$ cat config.mk
export PLATFORM = sky130hd
export DESIGN_NAME = spi_shift_engine
export DESIGN_NICKNAME = d
export VERILOG_FILES = /design/src/rtl/spi_shift_pkg.sv /design/src/rtl/spi_half_timer.sv /design/src/rtl/spi_edge_seq.sv /design/src/rtl/spi_bit_lane.sv /design/src/rtl/spi_shift_engine.sv
export SDC_FILE = /design/constraint.sdc
export NUM_CORES = 1
export LEC_CHECK = 0
export BUFFER_PORTS_ARGS = -buffer_cell sky130_fd_sc_hd__buf_2
export CAP_MARGIN = 10
export CORE_UTILIZATION = 36
export DETAILED_ROUTE_END_ITERATION = 16
export SLEW_MARGIN = 0
export SYNTH_ARGS = -nofsm -noshare
export SYNTH_HDL_FRONTEND = slang
export SYNTH_HIERARCHICAL = 1
export SYNTH_SLANG_ARGS = --single-unit
$ cat constraint.sdc
create_clock -name clk -period 8.6 [get_ports clk]
set_input_delay 1.29 -clock clk [delete_from_list [all_inputs] [get_ports clk]]
set_output_delay 1.29 -clock clk [all_outputs]
set_load 0.01 [all_outputs]
$ cat src/rtl/spi_shift_pkg.sv
package spi_shift_pkg;

  typedef enum logic [1:0] {
    ST_IDLE = 2'd0,
    ST_RUN  = 2'd1,
    ST_FIN  = 2'd2
  } xfer_state_e;

  localparam logic [1:0] LSB_FIRST_CODE = 2'd1;

  // Half-period length in internal cycles, never below one.
  function automatic int half_len(input int ratio);
    int h;
    h = ratio / 2;
    return (h < 1) ? 1 : h;
  endfunction

  // Half-periods of lead-in before the first serial clock edge.
  function automatic int lead_halves(input logic dly, input logic sfall);
    if (!dly) return 0;
    return sfall ? 1 : 2;
  endfunction

  // Effective word length after clamping.
  function automatic int eff_len(input int len, input int maxb);
    return (len < 1 || len > maxb) ? maxb : len;
  endfunction

  // Word position of the k-th bit on the wire.
  function automatic int bit_pos(input int idx, input int n, input logic lsb);
    return lsb ? idx : (n - 1 - idx);
  endfunction

endpackage

$ cat src/rtl/spi_half_timer.sv
module spi_half_timer #(
  parameter int HALF_W = 8
) (
  input  logic              clk,
  input  logic              rst_n,
  input  logic              run,
  input  logic              clear,
  input  logic [HALF_W-1:0] half,
  output logic              tick
);
  logic [HALF_W-1:0] cnt_q;

  assign tick = run && (cnt_q == half - HALF_W'(1));

  always_ff @(posedge clk or negedge rst_n) begin
    if (!rst_n)              cnt_q <= '0;
    else if (clear || !run)  cnt_q <= '0;
    else if (tick)           cnt_q <= '0;
    else                     cnt_q <= cnt_q + HALF_W'(1);
  end
endmodule

$ cat src/rtl/spi_edge_seq.sv
module spi_edge_seq #(
  parameter int IDX_W  = 6,
  parameter int EDGE_W = 7
) (
  input  logic             clk,
  input  logic             rst_n,
  input  logic             load,
  input  logic             idle_lvl,
  input  logic [1:0]       lead,
  input  logic [IDX_W-1:0] nbits,
  input  logic             cap_fall,
  input  logic             tick,
  output logic             sclk_lvl,
  output logic             edge_now,
  output logic             cap_now,
  output logic             launch_now,
  output logic             last_edge
);
  logic              sclk_q;
  logic [1:0]        lead_left_q;
  logic [EDGE_W-1:0] ecnt_q;
  logic [IDX_W-1:0]  nbits_q;
  logic              cap_fall_q;
  logic              next_lvl;

  assign next_lvl   = !sclk_q;
  assign edge_now   = tick && (lead_left_q == 2'd0);
  // rising edge samples when cap_fall is 0, falling edge when 1
  assign cap_now    = edge_now && (next_lvl == !cap_fall_q);
  assign launch_now = edge_now && !cap_now;
  assign last_edge  = edge_now && (ecnt_q == ({nbits_q, 1'b0} - EDGE_W'(1)));
  assign sclk_lvl   = sclk_q;

  always_ff @(posedge clk or negedge rst_n) begin
    if (!rst_n) begin
      sclk_q      <= 1'b0;
      lead_left_q <= 2'd0;
      ecnt_q      <= '0;
      nbits_q     <= '0;
      cap_fall_q  <= 1'b0;
    end else if (load) begin
      sclk_q      <= idle_lvl;
      lead_left_q <= lead;
      ecnt_q      <= '0;
      nbits_q     <= nbits;
      cap_fall_q  <= cap_fall;
    end else if (tick) begin
      if (lead_left_q != 2'd0) begin
        lead_left_q <= lead_left_q - 2'd1;
      end else begin
        sclk_q <= next_lvl;
        ecnt_q <= ecnt_q + EDGE_W'(1);
      end
    end
  end
endmodule

$ cat src/rtl/spi_bit_lane.sv
module spi_bit_lane
  import spi_shift_pkg::*;
#(
  parameter int MAX_BITS = 32,
  parameter int IDX_W    = 6
) (
  input  logic                clk,
  input  logic                rst_n,
  input  logic                load,
  input  logic [MAX_BITS-1:0] tx_word,
  input  logic [IDX_W-1:0]    nbits,
  input  logic                lsb,
  input  logic                cap_now,
  input  logic                launch_now,
  input  logic                miso,
  output logic                mosi_bit,
  output logic [MAX_BITS-1:0] rx_acc
);
  localparam int POS_W = (MAX_BITS > 1) ? $clog2(MAX_BITS) : 1;

  logic [MAX_BITS-1:0] tx_q;
  logic [MAX_BITS-1:0] acc_q;
  logic [IDX_W-1:0]    tidx_q;
  logic [IDX_W-1:0]    cidx_q;
  logic [IDX_W-1:0]    nbits_q;
  logic                lsb_q;
  logic                seen_cap_q;
  logic                mosi_q;
  logic [IDX_W-1:0]    tnext;
  logic [POS_W-1:0]    first_pos;
  logic [POS_W-1:0]    next_pos;
  logic [POS_W-1:0]    cap_pos;

  assign tnext     = tidx_q + IDX_W'(1);
  assign first_pos = POS_W'(bit_pos(0, int'(nbits), lsb));
  assign next_pos  = POS_W'(bit_pos(int'(tnext), int'(nbits_q), lsb_q));
  assign cap_pos   = POS_W'(bit_pos(int'(cidx_q), int'(nbits_q), lsb_q));
  assign mosi_bit  = mosi_q;
  assign rx_acc    = acc_q;

  always_ff @(posedge clk or negedge rst_n) begin
    if (!rst_n) begin
      tx_q       <= '0;
      acc_q      <= '0;
      tidx_q     <= '0;
      cidx_q     <= '0;
      nbits_q    <= '0;
      lsb_q      <= 1'b0;
      seen_cap_q <= 1'b0;
      mosi_q     <= 1'b0;
    end else if (load) begin
      tx_q       <= tx_word;
      acc_q      <= '0;
      tidx_q     <= '0;
      cidx_q     <= '0;
      nbits_q    <= nbits;
      lsb_q      <= lsb;
      seen_cap_q <= 1'b0;
      mosi_q     <= tx_word[first_pos];
    end else begin
      if (cap_now) begin
        acc_q[cap_pos] <= miso;
        cidx_q         <= cidx_q + IDX_W'(1);
        seen_cap_q     <= 1'b1;
      end
      if (launch_now && seen_cap_q && (tnext < nbits_q)) begin
        tidx_q <= tnext;
        mosi_q <= tx_q[next_pos];
      end
    end
  end
endmodule

$ cat src/rtl/spi_shift_engine.sv
module spi_shift_engine
  import spi_shift_pkg::*;
#(
  parameter int MAX_BITS = 32,
  parameter int LEN_W    = 6,
  parameter int RATIO_W  = 8
) (
  input  logic                clk,
  input  logic                rst_n,
  input  logic                start,
  input  logic [MAX_BITS-1:0] tx_word,
  input  logic [RATIO_W-1:0]  ratio,
  input  logic                cap_fall,
  input  logic                clk_idle_hi,
  input  logic                first_delay,
  input  logic                start_fall,
  input  logic                fs_act_hi,
  input  logic [LEN_W-1:0]    word_len,
  input  logic [1:0]          bit_order,
  input  logic                miso,
  output logic                sclk,
  output logic                mosi,
  output logic                fs,
  output logic [MAX_BITS-1:0] rx_word,
  output logic                done,
  output logic                busy
);
  localparam int HALF_W = RATIO_W;
  localparam int IDX_W  = $clog2(MAX_BITS + 1);
  localparam int EDGE_W = IDX_W + 1;

  xfer_state_e         state_q;
  logic [HALF_W-1:0]   half_q;
  logic                fspol_q;
  logic                done_q;
  logic [MAX_BITS-1:0] rx_q;

  logic [HALF_W-1:0]   live_half;
  logic [1:0]          live_lead;
  logic [IDX_W-1:0]    live_nbits;
  logic                live_lsb;
  logic                accept;
  logic                in_run;
  logic                tick;
  logic                sclk_lvl;
  logic                edge_now;
  logic                cap_now;
  logic                launch_now;
  logic                last_edge;
  logic                mosi_bit;
  logic [MAX_BITS-1:0] rx_acc;

  assign live_half  = HALF_W'(half_len(int'(ratio)));
  assign live_lead  = 2'(lead_halves(first_delay, start_fall));
  assign live_nbits = IDX_W'(eff_len(int'(word_len), MAX_BITS));
  assign live_lsb   = (bit_order == LSB_FIRST_CODE);
  assign accept     = start && (state_q == ST_IDLE);
  assign in_run     = (state_q == ST_RUN);

  spi_half_timer #(.HALF_W(HALF_W)) u_timer (
    .clk   (clk),
    .rst_n (rst_n),
    .run   (in_run),
    .clear (accept),
    .half  (half_q),
    .tick  (tick)
  );

  spi_edge_seq #(.IDX_W(IDX_W), .EDGE_W(EDGE_W)) u_edges (
    .clk        (clk),
    .rst_n      (rst_n),
    .load       (accept),
    .idle_lvl   (clk_idle_hi),
    .lead       (live_lead),
    .nbits      (live_nbits),
    .cap_fall   (cap_fall),
    .tick       (tick),
    .sclk_lvl   (sclk_lvl),
    .edge_now   (edge_now),
    .cap_now    (cap_now),
    .launch_now (launch_now),
    .last_edge  (last_edge)
  );

  spi_bit_lane #(.MAX_BITS(MAX_BITS), .IDX_W(IDX_W)) u_lane (
    .clk        (clk),
    .rst_n      (rst_n),
    .load       (accept),
    .tx_word    (tx_word),
    .nbits      (live_nbits),
    .lsb        (live_lsb),
    .cap_now    (cap_now),
    .launch_now (launch_now),
    .miso       (miso),
    .mosi_bit   (mosi_bit),
    .rx_acc     (rx_acc)
  );

  always_ff @(posedge clk or negedge rst_n) begin
    if (!rst_n) begin
      state_q <= ST_IDLE;
      half_q  <= HALF_W'(1);
      fspol_q <= 1'b0;
      done_q  <= 1'b0;
      rx_q    <= '0;
    end else begin
      done_q <= 1'b0;
      unique case (state_q)
        ST_IDLE: if (start) begin
          state_q <= ST_RUN;
          half_q  <= live_half;
          fspol_q <= fs_act_hi;
        end
        ST_RUN:  if (last_edge) state_q <= ST_FIN;
        ST_FIN: begin
          state_q <= ST_IDLE;
          done_q  <= 1'b1;
          rx_q    <= rx_acc;
        end
        default: state_q <= ST_IDLE;
      endcase
    end
  end

  assign busy    = (state_q != ST_IDLE);
  assign sclk    = busy ? sclk_lvl : clk_idle_hi;
  assign mosi    = busy ? mosi_bit : 1'b0;
  assign fs      = busy ? fspol_q : !fs_act_hi;
  assign done    = done_q;
  assign rx_word = rx_q;
endmodule

==> results.ini, run 1 <==
[clocking]
cts.clk_slew.worst_paths_ns=0.07
post_cts_buffers=0
cts_root_buf=clkbuf_16
numCtsBuffers=17
cts_tree=done
insertion_delay_ns=0.43
ctsHoldBuffers=0
cts-resized-gates=0
cts_sinks=152
ctsHtreeMaxLevel=4
cts.path.max_buffers=2

[timing]
slew_headroom_pct=27.5
fmax_mhz=220
setup_viol=0
tns_ns=0
rsz0062_at_grt=no
worstMarginPinSlew_ns=1.06
final_hold_viol_count=0
fin_crit_sh_pct=53.0
slew_viol_final=0
finClkSkew_ns=0.00708
min_period_ns=4.56

[route]
routedWlPerCell_um=15.5
route.detailed.drc=0
dr.pass1.iters=4
final_antenna_net_count=0
routed_wl_mm=17.6
vias=5761
vias_per_cell=5.10
first_iter_violations=301

[grt]
busiest_layer=met2
antenna_found_initial=0
overflow=0
grt_pass1_vias=5573
track_usage_pct=15.6
use_met1_pct=22.0
met3_usage_pct=3.00
grt_pass1_wl_mm=29.5
gr-usage-met2_pct=24.5
grt_max_degree=78

[worst_setup_path]
path_max_fanout=10
cp_cell_sequence=buf_2 > nor2b_1 > inv_1 > ha_1 > xor2_1 > nor2b_1 > mux4_2 > nand2_1 > o211ai_1 > a22oi_1 > o311ai_1
worstSetupPathType=in2reg
critPathMostFrequentCell=nor2b_1
endpoint_kind=flop
max_stage_delay_ns=0.74
required_ns=8.88
cp_slowest_cell=nor2b_1
critPathArrivalTime_ns=4.84
ff2ff_path_depth=11
startpoint_type=input pin

[power_and_ir_drop]
vdd_drop_max_mv=0.129
p_leak_uw=0.00438
power_density_nw_per_um2=267

[synthesis]
syn_inst=748
avgSynthCellArea_um2=11.2
yosysUniqueCellTypes=69
async_reset_ff_share_pct=100
synth_area_um2=8370
synth_flop_cell=dfrtp_1
ys_seq_area_share_pct=45.4
synth_edf_count=0
synth-seq-cells=152
syn-num-nets=830
synth_warnings=6

[final_layout]
drive_above_1_share_pct=28.3
area_growth_pct=15.3
antenna_cells=0
fill_cells=2185
layout.nets=914
fin_util_pct=42.5

[floorplan]
io_pins=94
rows=55
fp.dieH_um=155
start_util_pct=36.9
die-width_um=155
core_um2=22700
die_area_um2=23900

[min_path]
hold-path-cell-count=1
min_path_type=reg2reg

[place]
port_buffers=92
dp_hpwl_mm=12.0
place.gp.congestion=0.769

[outcome]
run_status=complete, no violations

[flow_run]
maxCapViolCount=0

## area by class of cell
class | instances | area, um^2 | area share [%]
Clock buffer | 17 | 425 | 4.41
Multi-Input combinational cell | 531 | 4270 | 44.2
Clock inverter | 15 | 178 | 1.84
Tap cell | 285 | 357 | 3.69
Sequential cell | 152 | 3800 | 39.4
Inverter | 34 | 128 | 1.32
Timing Repair Buffer | 96 | 497 | 5.15
## synth_stat cells (3+ instances only)
master	n	area share, %
dfrtp_1	151	45
mux2_2	54	7.3
nor2b_1	50	3.7
o21ai_1	45	2.7
o21ai_0	43	2.6
nor2_1	37	1.7
nand2_1	34	1.5
inv_1	33	1.5
xnor2_1	33	3.5
mux2_4	29	5.2
ha_1	23	3.4
mux2i_1	20	2.4
nand3_1	18	1.1
a21oi_1	17	1.0
clkbuf_1	16	0.72
xor2_1	14	1.5
mux4_2	11	3.0
nor3_1	8	0.48
o31ai_1	8	0.72
or4_1	8	0.72
buf_2	6	0.36
nand4_1	6	0.45
nor3b_1	5	0.45
a21o_1	4	0.36
and2_1	4	0.30
and3_1	4	0.30
o211ai_1	4	0.36
o21a_1	4	0.36
a22oi_1	3	0.27
and3b_1	3	0.31
buf_12	3	0.72
nor3b_2	3	0.45
## power by group
group	leakage [uW]	internal, uW	switching [uW]
clock network	0.000293	440	337
logic	0.00209	404	452
registers	0.00200	833	113
## kinds of logic after synthesis
group | share of synthesized area, %
adders and majority gates | 3.92
muxes | 18.1
AOI/OAI and AO/OA | 11.1
and+or+nand+nor | 12.7
buffers and inverters | 3.78
other | 0.0448
xor gates and xnor gates | 4.92
DFF | 45.4
## worst max-delay path, delay by kind of cell
family,cells,cell delay [ns]
AO/OA/AOI/OAI,3,0.51
XOR/XNOR,1,0.41
adder cells (fa/ha/maj),1,0.26
buffers and inverters,2,0.29
multiplexers,1,0.61
AND/OR/NAND/NOR,3,1.45
## worst paths after layout
| path | from | endpoint | slack (ns) |
|---|---|---|---|
| worst max-delay path | word_len[5] | u_lane/mosi_bit$_DFFE_PN0P_ | 4.04 |
| worst min-delay path | u_lane/rx_acc[22]$_DFFE_PN0P_ | rx_word[22]$_DFFE_PN0P_ | 0.49 |
| worst max register to register | half_q[0]$_DFFE_PN1P_ | u_lane/rx_acc[10]$_DFFE_PN0P_ | 4.60 |
| worst min register to register | u_lane/rx_acc[22]$_DFFE_PN0P_ | rx_word[22]$_DFFE_PN0P_ | 0.49 |
| min in group asynchronous | rst_n | half_q[1]$_DFFE_PN0P_ | 0.88 |
| max in group asynchronous | rst_n | u_lane/tx_q[14]$_DFFE_PN0P_ | 6.25 |
## registers in the layout, indices dropped and copies added, names as in the netlist, 2 cells and up
| register | count |
|---|---|
| rx_word | 32 |
| u_lane/rx_acc | 32 |
| u_lane/tx_q | 32 |
| u_timer/cnt_q | 8 |
| half_q | 7 |
| u_edges/ecnt_q | 7 |
| u_edges/nbits_q | 6 |
| u_lane/nbits_q | 6 |
| u_lane/tidx_q | 6 |
| u_lane/cidx_q | 5 |
| state_q | 2 |
| u_edges/lead_left_q | 2 |
## per-layer routing
layer,vias to the layer above,part of all wire [%]
met1,2818,50
met5,-,0
met4,0,0.91
li1,2831,-
met2,100,46
met3,12,2.7
## metrics by stage
| step | area (um^2) | instances | setup WS [ns] | total power [uW] | hold WS (ns) |
|---|---|---|---|---|---|
| finish | 9650 | 1130 | 4.04 | 2580 | 0.494 |
| global route | 9650 | 1130 | 3.78 | 2740 | 0.514 |
| CTS | 9650 | 1130 | 4.08 | 2610 | 0.491 |
| detailed placement | 9050 | 1098 | 3.63 | 1820 | 0.482 |
| global placement | 9050 | 1098 | 3.68 | 1800 | 0.481 |
| floorplan | 8370 | 748 | 4.98 | 1610 | 0.460 |
## placed cells by master, fill, tap and decap left out, types with 5 or more instances in the layout
| cell type | count |
|---|---|
| dfrtp_1 | 151 |
| buf_2 | 91 |
| mux2_2 | 54 |
| nor2b_1 | 49 |
| o21ai_1 | 45 |
| o21ai_0 | 43 |
| nor2_1 | 37 |
| nand2_1 | 34 |
| inv_1 | 33 |
| xnor2_1 | 33 |
| mux2_4 | 29 |
| ha_1 | 23 |
| mux2i_1 | 20 |
| nand3_1 | 18 |
| a21oi_1 | 17 |
| clkbuf_16 | 17 |
| xor2_1 | 14 |
| mux4_2 | 11 |
| or4_1 | 8 |
| nor3_1 | 8 |
| o31ai_1 | 8 |
| nand4_1 | 6 |
| inv_6 | 5 |
| nor3b_1 | 5 |
Power figures use the tool's default switching activity.
==> run 2: changes to the inputs <==
Settings changed: ABC_AREA set to 1.
Clock period 8.6 ns to 4.12 ns, I/O delays scaled along.
==> results.ini, run 2 <==
[route]
first_iter_violations=384  ; +28%
routed_wl_mm=21.3  ; +21%
vias_per_cell=4.75  ; -6.8%
route.detailed.drc=0  ; unchanged
final_antenna_net_count=0  ; unchanged
dr.pass1.iters=5  ; +1
vias=7898  ; +37%
routedWlPerCell_um=12.8  ; -18%

[synthesis]
yosysUniqueCellTypes=44  ; -36%
syn_inst=1249  ; +67%
synth_edf_count=0  ; unchanged
async_reset_ff_share_pct=100  ; unchanged
synth_area_um2=9050  ; +8.1%
yosysMostFrequentCell=nand2_1
synth_warnings=6  ; unchanged
synth_top_area_share_pct=41.8  ; -3.4 points
synth_commonest_cells=nand2_1, inv_1, dfrtp_1
yosys.area.top_type=dfrtp_1
ys_seq_area_share_pct=42.0  ; -3.4 points
ys_top_cells_by_area=dfrtp_1, nand2_1, inv_1
synth-seq-cells=152  ; unchanged
avgSynthCellArea_um2=7.25  ; -35%
synth_flop_cell=dfrtp_1

[floorplan]
start_util_pct=37.0  ; +0.13 points
die_area_um2=25800  ; +8.0%
fp.dieH_um=161  ; +3.9%
die-width_um=161  ; +3.9%
rows=57  ; +3.6%
core_um2=24500  ; +7.7%
io_pins=94  ; unchanged

[power_and_ir_drop]
power_density_nw_per_um2=313  ; +17%
p_leak_uw=0.00565  ; +29%
power_uw=3220  ; +25%
vdd_drop_max_mv=0.204  ; +58%

[outcome]
run_status=complete, no violations

[clocking]
cts_sinks=152  ; unchanged
ctsHoldBuffers=0  ; unchanged
post_cts_buffers=0  ; unchanged
cts_tree=done
insertion_delay_ns=0.43  ; about the same
cts-resized-gates=0  ; unchanged
cts.path.max_buffers=2  ; unchanged
ctsHtreeMaxLevel=4  ; unchanged
cts.clk_slew.worst_paths_ns=0.07  ; about the same
numCtsBuffers=17  ; unchanged
cts_root_buf=clkbuf_16

[worst_setup_path]
endpoint_kind=flop
rr_startpoint=half_q[0]$_DFFE_PN1P_
startpoint_type=input pin
ff2ff_path_depth=17  ; +6
r2r_slack_ns=1.07  ; -3.53 ns
path_max_fanout=13  ; +3
required_ns=4.48  ; -4.40 ns
worstSetupPathType=in2reg
critPathArrivalTime_ns=3.42  ; -1.42 ns
r2r-end=u_lane/rx_acc[22]$_DFFE_PN0P_

[timing]
fmax_mhz=326
slew_headroom_pct=31.2  ; +3.7 points
final_hold_viol_count=0  ; unchanged
rsz0062_at_grt=no
fin_crit_sh_pct=74.4
finClkSkew_ns=0.0122  ; +0.00514 ns
slew_viol_final=0  ; unchanged
min_period_ns=3.06
worstMarginPinSlew_ns=1.03  ; -0.0261 ns
setup_viol=0  ; unchanged
hold_slack_ns=0.221  ; -0.273 ns
tns_ns=0  ; unchanged

[flow_run]
maxCapViolCount=0  ; unchanged

[final_layout]
layout_commonest_cell=nand2_1
drive_above_1_share_pct=14.1  ; -14 points
area_growth_pct=13.8
layout.nets=1407  ; +54%
antenna_cells=0  ; unchanged
fin_util_pct=42.1  ; -0.40 points
finalInstanceArea_um2=10300  ; +6.7%
final_cell_mix=nand2_1, inv_1, dfrtp_1

[grt]
antenna_found_initial=0  ; unchanged
track_usage_pct=17.7  ; +2.1 points
overflow=0  ; unchanged
grt_pass1_vias=7527  ; +35%
grt_pass1_wl_mm=37.0  ; +25%
grt_max_degree=94  ; +21%

[place]
place.gp.congestion=0.829  ; +7.8%
dp_hpwl_mm=14.7  ; +22%
dpl-instance-area_um2=9710  ; +7.3%
port_buffers=92  ; unchanged

[min_path]
min_path_type=in2async

run 2: stage by stage:
step	std cells	worst slack, ns
finish	1662	1.06
global route	1662	0.701
CTS	1662	1.00
detailed placement	1630	0.639
global placement	1630	0.728
floorplan	1250	1.44
run 2: layout make-up:
cell class,instances,area [um^2]
fillers,2524,14200
multi-input cells,865,4260
flip-flops and latches,152,3800
inverters,190,724
repair buffers,99,519
clock buffers,20,447
well taps,324,405
clock inverters,12,143
run 2: worst max-delay path: stages:
cell and delay [ns]:
buf_2 0.11, nor2_1 0.09, nand3_1 0.10, nand2_1 0.07, nand2_1 0.06, nor2_1 0.37, clkinv_1 0.39, ha_1 0.41
nor2_2 0.17, inv_1 0.24, nor2_1 0.14, o21ai_0 0.09, nand3_1 0.10, nand3_1 0.08, nand3_1 0.09, nand2_1 0.06
nand2_1 0.06, nand2_1 0.06, nor2_1 0.10
run 2: cells by family after synthesis:
| logic type | Yosys count | share of synthesized area (%) |
|---|---|---|
| DFF | 152 | 42.0 |
| adders and majority gates | 25 | 3.62 |
| and+or+nand+nor | 705 | 34.2 |
| AOI/OAI and AO/OA | 115 | 7.41 |
| xor gates and xnor gates | 17 | 1.65 |
| muxes | 1 | 0.111 |
| buffers and inverters | 233 | 11.0 |
| other | 1 | 0.0414 |
run 2: how the worst max path moves through the flow:
| stage | start | end | slack [ns] | depth (start not counted) |
|---|---|---|---|---|
| floorplan | word_len[3] | u_lane/mosi_bit$_DFFE_PN0P_ | 1.44 | 19 |
| CTS | half_q[0]$_DFFE_PN1P_ | u_lane/rx_acc[30]$_DFFE_PN0P_ | 1.00 | 17 |
| global placement | word_len[3] | u_lane/mosi_bit$_DFFE_PN0P_ | 0.73 | 19 |
| finish | word_len[3] | u_lane/mosi_bit$_DFFE_PN0P_ | 1.06 | 19 |
| global route | half_q[0]$_DFFE_PN1P_ | u_lane/rx_acc[25]$_DFFE_PN0P_ | 0.70 | 17 |
| detailed placement | word_len[3] | u_lane/mosi_bit$_DFFE_PN0P_ | 0.64 | 19 |
run 2: routing by layer:
metal | share of wire, % | GRT usage [%]
met1 | 50 | 24.5
met2 | 45 | 28.0
met3 | 3.7 | 3.18
met4 | 1.4 | 5.06
met5 | 0 | 0
run 2: power by group:
part,leakage (uW),total [uW],internal [uW],switching (uW)
sequential,0.00177,1490,1490,0.206
clock,0.000274,1580,918,664
combinational,0.00361,146,47.3,98.8
total,0.00565,3220,2460,763
==> run 3: changes to the inputs <==
Clock period 4.12 ns to 2.85 ns, I/O delays scaled along.
==> results.ini, run 3 (same netlist as run 2, synthesis figures left out) <==
[clocking]
ctsHtreeMaxLevel=4  ; unchanged
cts_root_buf=clkbuf_16
insertion_delay_ns=0.43  ; about the same
cts_tree=done
numCtsBuffers=17  ; unchanged
cts_sinks=152  ; unchanged
cts.path.max_buffers=2  ; unchanged
cts.clk_slew.worst_paths_ns=0.06  ; about the same

[worst_setup_path]
rr_startpoint=half_q[0]$_DFFE_PN1P_
required_ns=3.21  ; -1.27 ns
r2r-end=u_lane/rx_acc[14]$_DFFE_PN0P_
ff2ff_path_depth=18  ; +1
startpoint_type=flop
endpoint_kind=flop
critPathArrivalTime_ns=3.00  ; -0.42 ns
worstSetupPathType=reg2reg
path_max_fanout=8  ; -5
r2r_slack_ns=0.21  ; -0.86 ns

[grt]
track_usage_pct=17.7  ; +0.067 points
overflow=0  ; unchanged
antenna_found_initial=0  ; unchanged
grt_pass1_wl_mm=37.1  ; +0.26%
grt_max_degree=78  ; -17%
grt_pass1_vias=7561  ; +0.45%

[timing]
setup_viol=0  ; unchanged
fin_crit_sh_pct=92.5
hold_slack_ns=0.213  ; -0.00744 ns
min_period_ns=2.64
final_hold_viol_count=0  ; unchanged
slew_headroom_pct=55.0  ; +24 points
finClkSkew_ns=0.00773  ; -0.00450 ns
slew_viol_final=0  ; unchanged
fmax_mhz=379
worstMarginPinSlew_ns=0.674  ; -0.357 ns

[min_path]
min_path_type=in2reg
hold-path-endpoint=u_edges/cap_fall_q$_DFFE_PN0P_
hold_path_startpoint=cap_fall
hold-path-cell-count=3

[floorplan]
die_area_um2=25800  ; unchanged
start_util_pct=37.0  ; unchanged
fp.dieH_um=161  ; unchanged
rows=57  ; unchanged
io_pins=94  ; unchanged
core_um2=24500  ; unchanged
die-width_um=161  ; unchanged

[final_layout]
drive_above_1_share_pct=16.2  ; +2.2 points
layout_commonest_cell=nand2_1
final_cell_mix=nand2_1, inv_1, dfrtp_1
antenna_cells=0  ; unchanged
finalInstanceArea_um2=10700  ; +4.1%
layout.nets=1438  ; +2.2%
area_growth_pct=18.5

[power_and_ir_drop]
power_density_nw_per_um2=463  ; +48%
vdd_drop_max_mv=0.308  ; +51%
p_leak_uw=0.00589  ; +4.2%

[place]
dpl-instance-area_um2=9890  ; +1.8%
place.gp.congestion=0.817  ; -1.5%
dp_hpwl_mm=14.9  ; +1.3%
port_buffers=92  ; unchanged

[route]
routedWlPerCell_um=12.9  ; +0.78%
vias_per_cell=4.74  ; -0.32%
first_iter_violations=544  ; +42%
vias=8015  ; +1.5%
final_antenna_net_count=0  ; unchanged
route.detailed.drc=0  ; unchanged
dr.pass1.iters=5  ; unchanged
routed_wl_mm=21.8  ; +2.6%

[flow_run]
maxCapViolCount=0  ; unchanged

[outcome]
run_status=complete, no violations

run 3: changes by cell type in the layout (fill, tap and decap cells not counted), moves of 3 or more:
cell	delta
buf_12	+4
bufinv_16	+4
buf_4	+22
inv_6	-3
run 3: layout make-up:
cell class	instances	area, um^2
Timing Repair Buffer	130	841
Clock inverter	12	223
Fill cell	2448	13700
Sequential cell	152	3800
Tap cell	324	405
Clock buffer	19	443
Inverter	190	724
Multi-Input combinational cell	865	4290
run 3: worst max path at each step:
stage,startpoint,to,cells after the start
3_5_place_dp,half_q[0]$_DFFE_PN1P_,u_lane/rx_acc[2]$_DFFE_PN0P_,19
4_1_cts,half_q[0]$_DFFE_PN1P_,u_lane/rx_acc[2]$_DFFE_PN0P_,19
6_report,half_q[0]$_DFFE_PN1P_,u_lane/rx_acc[14]$_DFFE_PN0P_,18
3_3_place_gp,half_q[0]$_DFFE_PN1P_,u_lane/rx_acc[10]$_DFFE_PN0P_,19
5_1_grt,half_q[0]$_DFFE_PN1P_,u_lane/rx_acc[0]$_DFFE_PN0P_,19
2_1_floorplan,half_q[0]$_DFFE_PN1P_,u_lane/rx_acc[11]$_DFFE_PN0P_,18
run 3: report_power, final:
| part | internal [uW] | switching, uW | total (uW) |
|---|---|---|---|
| clock network | 1660 | 922 | 2580 |
| logic | 78.7 | 146 | 225 |
| registers | 2160 | 0.307 | 2160 |
run 3: routing by layer:
metal | track usage (%) | vias to the layer above | share of wire, %
li1 | - | 4133 | -
met5 | 0 | - | 0
met4 | 5.97 | 0 | 1.8
met1 | 24.5 | 3690 | 49
met3 | 3.10 | 25 | 3.9
met2 | 27.9 | 167 | 45
run 3: critical path, stage by stage (launching register included):
cell and delay [ns]:
dfstp_2 0.55, inv_1 0.06, ha_2 0.32, nand2_1 0.06, nand2_1 0.06, nand3_1 0.07, nor2_1 0.09, nand2_1 0.06
nor2_1 0.13, nand3_2 0.11, inv_2 0.09, nand2_4 0.08, nor2_4 0.10, buf_6 0.14, nand2_4 0.06, nor2_4 0.23
clkbuf_16 0.19, nand4_1 0.09, nand2_1 0.07
run 3: stage by stage:
| stage | util, % | setup WS (ns) | total power [uW] | cells | TNS [ns] |
|---|---|---|---|---|---|
| finish | 43.9 | 0.215 | 4970 | 1692 | 0 |
| global route | 43.9 | -0.0217 | 5130 | 1692 | -0.186 |
| CTS | 43.2 | 0.0257 | 5030 | 1682 | 0 |
| detailed placement | 40.4 | 0.0772 | 2430 | 1650 | 0 |
| global placement | 40.4 | 0.134 | 2420 | 1650 | 0 |
| floorplan | - | 0.183 | 2290 | 1250 | 0 |
run 3: what timing repair did:
action	in CTS	in global routing
setup buffers	0	8
hold buffers	1	0
hold endpoints to repair	41	0
resized for setup	0	9
setup endpoints to repair	0	37
